## src/rtl/glyph_addr_pkg.sv

```systemverilog
package glyph_addr_pkg;
    localparam int CODE_W = 8;
    localparam int COL_W  = 3;
    localparam int PAGE_W = 3;
    localparam int ADDR_W = PAGE_W + CODE_W + COL_W;

    typedef logic [CODE_W-1:0] code_t;
    typedef logic [COL_W-1:0]  col_t;
    typedef logic [PAGE_W-1:0] page_t;

    localparam col_t COL_LAST = '1;

    typedef struct packed {
        page_t page;
        code_t code;
        col_t  col;
    } glyph_addr_t;

    typedef enum logic {SEQ_IDLE, SEQ_RUN} seq_state_e;

    function automatic col_t col_next(input col_t c);
        return c + col_t'(1);
    endfunction
endpackage

```

## src/rtl/glyph_code_shifter.sv

```systemverilog
module glyph_code_shifter
    import glyph_addr_pkg::*;
(
    input  logic  clk,
    input  logic  rst,
    input  logic  bit_in,
    input  logic  shift_en,
    input  logic  latch_en,
    output code_t code_q
);
    code_t hold_q;

    always_ff @(posedge clk) begin
        if (rst) begin
            hold_q <= '0;
            code_q <= '0;
        end else begin
            if (shift_en)
                hold_q <= {hold_q[CODE_W-2:0], bit_in};
            if (latch_en)
                code_q <= hold_q;
        end
    end
endmodule

```

## src/rtl/glyph_col_sequencer.sv

```systemverilog
module glyph_col_sequencer
    import glyph_addr_pkg::*;
(
    input  logic clk,
    input  logic rst,
    input  logic start,
    input  logic step,
    output col_t col_q,
    output logic strobe,
    output logic done_q
);
    seq_state_e state_q;

    assign strobe = (state_q == SEQ_RUN) && step && !start;

    always_ff @(posedge clk) begin
        if (rst) begin
            state_q <= SEQ_IDLE;
            col_q   <= '0;
            done_q  <= 1'b0;
        end else begin
            done_q <= 1'b0;
            if (start) begin
                col_q   <= '0;
                state_q <= SEQ_RUN;
            end else if (strobe) begin
                col_q <= col_next(col_q);
                if (col_q == COL_LAST) begin
                    state_q <= SEQ_IDLE;
                    done_q  <= 1'b1;
                end
            end
        end
    end
endmodule

```

## src/rtl/glyph_addr_compose.sv

```systemverilog
module glyph_addr_compose
    import glyph_addr_pkg::*;
(
    input  logic              clk,
    input  logic              rst,
    input  logic              start,
    input  page_t             page_in,
    input  code_t             code_in,
    input  col_t              col_in,
    output logic [ADDR_W-1:0] addr
);
    page_t       page_q;
    glyph_addr_t fields;

    always_ff @(posedge clk) begin
        if (rst)
            page_q <= '0;
        else if (start)
            page_q <= page_in;
    end

    assign fields.page = page_q;
    assign fields.code = code_in;
    assign fields.col  = col_in;
    assign addr        = fields;
endmodule

```

## src/rtl/glyph_col_addr_gen.sv

```systemverilog
module glyph_col_addr_gen
    import glyph_addr_pkg::*;
(
    input  logic              clk,
    input  logic              rst,
    input  logic              code_bit,
    input  logic              code_shift,
    input  logic              code_latch,
    input  logic [PAGE_W-1:0] page_sel,
    input  logic              fetch_go,
    input  logic              col_step,
    output logic [ADDR_W-1:0] sram_addr,
    output logic              col_valid,
    output logic              glyph_done
);
    code_t code_w;
    col_t  col_w;

    glyph_code_shifter u_shift (
        .clk      (clk),
        .rst      (rst),
        .bit_in   (code_bit),
        .shift_en (code_shift),
        .latch_en (code_latch),
        .code_q   (code_w)
    );

    glyph_col_sequencer u_seq (
        .clk    (clk),
        .rst    (rst),
        .start  (fetch_go),
        .step   (col_step),
        .col_q  (col_w),
        .strobe (col_valid),
        .done_q (glyph_done)
    );

    glyph_addr_compose u_addr (
        .clk     (clk),
        .rst     (rst),
        .start   (fetch_go),
        .page_in (page_sel),
        .code_in (code_w),
        .col_in  (col_w),
        .addr    (sram_addr)
    );
endmodule

```

## config.mk

```make
export PLATFORM = sky130hd
export DESIGN_NAME = glyph_col_addr_gen
export DESIGN_NICKNAME = d
export VERILOG_FILES = /design/src/rtl/glyph_addr_pkg.sv /design/src/rtl/glyph_code_shifter.sv /design/src/rtl/glyph_col_sequencer.sv /design/src/rtl/glyph_addr_compose.sv /design/src/rtl/glyph_col_addr_gen.sv
export SDC_FILE = /design/constraint.sdc
export NUM_CORES = 1
export LEC_CHECK = 0
export ABC_AREA = 1
export CAP_MARGIN = 20
export CORE_UTILIZATION = 51
export DETAILED_ROUTE_END_ITERATION = 16
export PLACE_DENSITY = 0.89
export SETUP_SLACK_MARGIN = 0.15
export SLEW_MARGIN = 0
export SYNTH_ARGS = -nofsm -noshare
export SYNTH_HDL_FRONTEND = slang
export SYNTH_HIERARCHICAL = 1
export SYNTH_SLANG_ARGS = --single-unit
```

## constraint.sdc

```tcl
create_clock -name clk -period 3.4 [get_ports clk]
set_clock_uncertainty 0.2 [all_clocks]
set_input_delay 0.34 -clock clk [delete_from_list [all_inputs] [get_ports clk]]
set_output_delay 0.34 -clock clk [all_outputs]
set_load 0.03 [all_outputs]
```

==> flow_summary.ini <==
[hold_path]
hold_path_depth = 2
min_to = u_shift/code_q[7]$_SDFFE_PP0P_
hp-start = u_shift/code_q[7]$_SDFFE_PP0P_
worstHoldPathType = flip-flop to flip-flop

[clock_tree]
numCtsBuffers = 3
cts_hold_buf = 0
clkTransAtPathRegs_ns = 0.11
cts_setup_buffers = 0
ctsResizeCount = 0
clockBufferDepth = 2
cts_max_level = 1
worstSkewPairLatency_ns = 0.31
cts_root_buf = clkbuf_4
cts_tree = done
cts_sinks = 24

[pwr]
powerDensity_nw_per_um2 = 418
p_sw_share_pct = 27.5
clkPwrFrac_pct = 22.7
finalPower_w = 0.000526
pwr-share-comb_pct = 19.0
power_frac_seq_pct = 58.3
leakage_nw = 0.610
peakVddDrop_mv = 0.247
switching_power_w = 0.000145
internal_power_w = 0.000381

[drt]
dr.pass1.iters = 4
viasPerCell = 4.39
drc = 0
num_vias = 848
drt-total-wl_mm = 1.76
drtAntennaViolNets = 0
drtIter0Drc = 29
wl_per_cell_microns = 9.11

[global_route]
grt_start_max_net_pins = 17
grt_antenna_before_repair = 0
first_global_vias = 708
gr-usage-all-layers_pct = 16.5
overflow = 0
grt_pass1_wl_mm = 2.91

[worst_setup_path]
cpMaxStageDelayCell = clkdlybuf4s50_1
worst-r2r-cell-count = 4
critPathKind = input port to output pin
reg2reg_to = u_seq/col_q[2]$_SDFFE_PP0P_
r2r_slack_ns = 1.96
cpMostUsedCell = clkdlybuf4s50_1
end_kind = output pin
r2r_start = u_seq/col_q[0]$_SDFFE_PP0P_
arrival_ns = 1.88
start_kind = input port
crit_family = buffers and inverters
required_ns = 2.86
critPathBufInv = 2
worstPathCellList = clkdlybuf4s50_1, nor2_1, clkdlybuf4s50_1
path_max_fanout = 11
critPathMaxStageDelay_ns = 0.68

[timing]
tightest_slew_ns = 0.516
fmax_mhz = 414
rsz0062_at_grt = no
hold_slack_ns = 0.276
setup-violations-final = 0
finalHoldViolCount = 0
fin_crit_sh_pct = 71.1
drv_slew = 0
period_minus_slack_ns = 2.42
relSlewSlack_pct = 65.5
setup_tns_ns = 0

[final_layout]
final_cells = 193
final_nets = 180
nFillCells = 180
multi_input_area_sq_um = 413
areaGrowthSynthToFinish_pct = 15.1
seq_area_sq_um = 480
layout-drive-gt1-share_pct = 4.22
antenna_cells = 0

[die]
rows = 16
core_sq_um = 1980
dieWidth_microns = 48.3
ios = 26
die_area_sq_um = 2340
dieHeight_microns = 48.3
initial_core_util_pct = 55.2

[synth]
netlist_top_cells_count = 45 x nand2_1, 43 x nor2_1, 24 x dfxtp_1, 15 x inv_1, 11 x buf_4
ys_top_cells_by_area = dfxtp_1 44%, nand2_1 15%, nor2_1 15%
synth-seq-area-share_pct = 43.9
synthArstFlopShare_pct = 0
syn_nets = 166
syn_avg_cell_area_sq_um = 7.11
synth_seq_cells = 24
synthCells = 154
synth_area_leader_cell = dfxtp_1
synth-edff-count = 0
netlist.area_leader.share_pct = 43.9
synth.most_common_cell = nand2_1
ys.flop_type = dfxtp_1
synth_cell_types = 15
synth_warnings = 6
netlist_area_sq_um = 1090

[place]
numPortBuffers = 25
gp_congestion = 0.761
dp_hpwl_mm = 1.25
place_inst = 190

[run]
cap_violations = 0

[outcome]
outcome = finished clean
-- worst register-to-register path: cells and delay by family, from the launching register on --
family | cells | cell delay [ns]
adder cells (fa/ha/maj) | 2 | 0.49
flip-flops | 1 | 0.36
AND/OR/NAND/NOR | 2 | 0.29
-- cell families (layout without fill, tap and decap cells) --
logic type / after synthesis / in the layout / synth area share [%]
adder cells (fa/ha/maj): 2 / 2 / 2.29
buffers and inverters: 32 / 44 / 18.4
flip-flops: 24 / 24 / 43.9
AND/OR/NAND/NOR: 94 / 94 / 34.5
AO/OA/AOI/OAI: 2 / 2 / 0.914
-- how the worst max path moves through the flow --
stage                                from   endpoint  depth (start not counted)
6_report                         fetch_go  col_valid                          3
3_5_place_dp                     fetch_go  col_valid                          3
3_3_place_gp                     fetch_go  col_valid                          3
5_1_grt                          fetch_go  col_valid                          3
4_1_cts                          fetch_go  col_valid                          3
2_1_floorplan  u_seq/state_q$_SDFFE_PP0P_  col_valid                          2
-- power by group through the flow --
stage	clock [W]	sequential, W	combinational, W
2_1_floorplan	0	0.000316	0.0000721
6_report	0.000119	0.000307	0.000100
4_1_cts	0.000128	0.000307	0.000100
3_3_place_gp	0	0.000312	0.0000977
3_5_place_dp	0	0.000313	0.0000998
5_1_grt	0.000136	0.000309	0.000110
-- placed cells by master (no fill, tap or decap) --
cell             netlist  layout
ha_1                   2       2
nor3_1                 2       2
nand3_1                1       1
nand2_1               45      45
clkbuf_4               0       3
nor2_1                43      43
a21oi_1                2       2
inv_2                  1       1
nand2_2                1       1
inv_1                 15      15
nor2_2                 1       1
nor2_8                 1       1
dfxtp_1               24      24
clkdlybuf4s50_1        0      25
-- flip-flops by register name (all words and copies together), names as in the netlist --
signal and cells:
u_seq/state_q 1, u_shift/code_q 8, u_shift/hold_q 8, u_seq/done_q 1
u_addr/page_q 3, u_seq/col_q 3
-- routing by layer --
layer	vias to the layer above	global-route usage, %	wire (microns)
met5	-	0	0
met1	358	18.9	810
met2	23	26.8	806
met4	0	11.8	51
met3	5	4.40	90
li1	462	-	-
-- layout make-up --
| type | count | share of cell area [%] |
|---|---|---|
| inverter | 16 | 4.77 |
| multi-input combinational | 98 | 32.8 |
| sequential | 24 | 38.1 |
| tap | 27 | 2.68 |
| clock buffer | 3 | 1.79 |
| timing repair buffer | 25 | 19.9 |
-- per-stage QoR --
step,utilization (%),area (sq um),setup slack [ns]
floorplan,-,1090,1.99
global placement,62.4,1240,1.01
detailed placement,62.4,1240,0.980
CTS,63.6,1260,0.981
global route,63.6,1260,0.909
finish,63.6,1260,0.983
No activity file was read; power rests on OpenSTA's default activity.
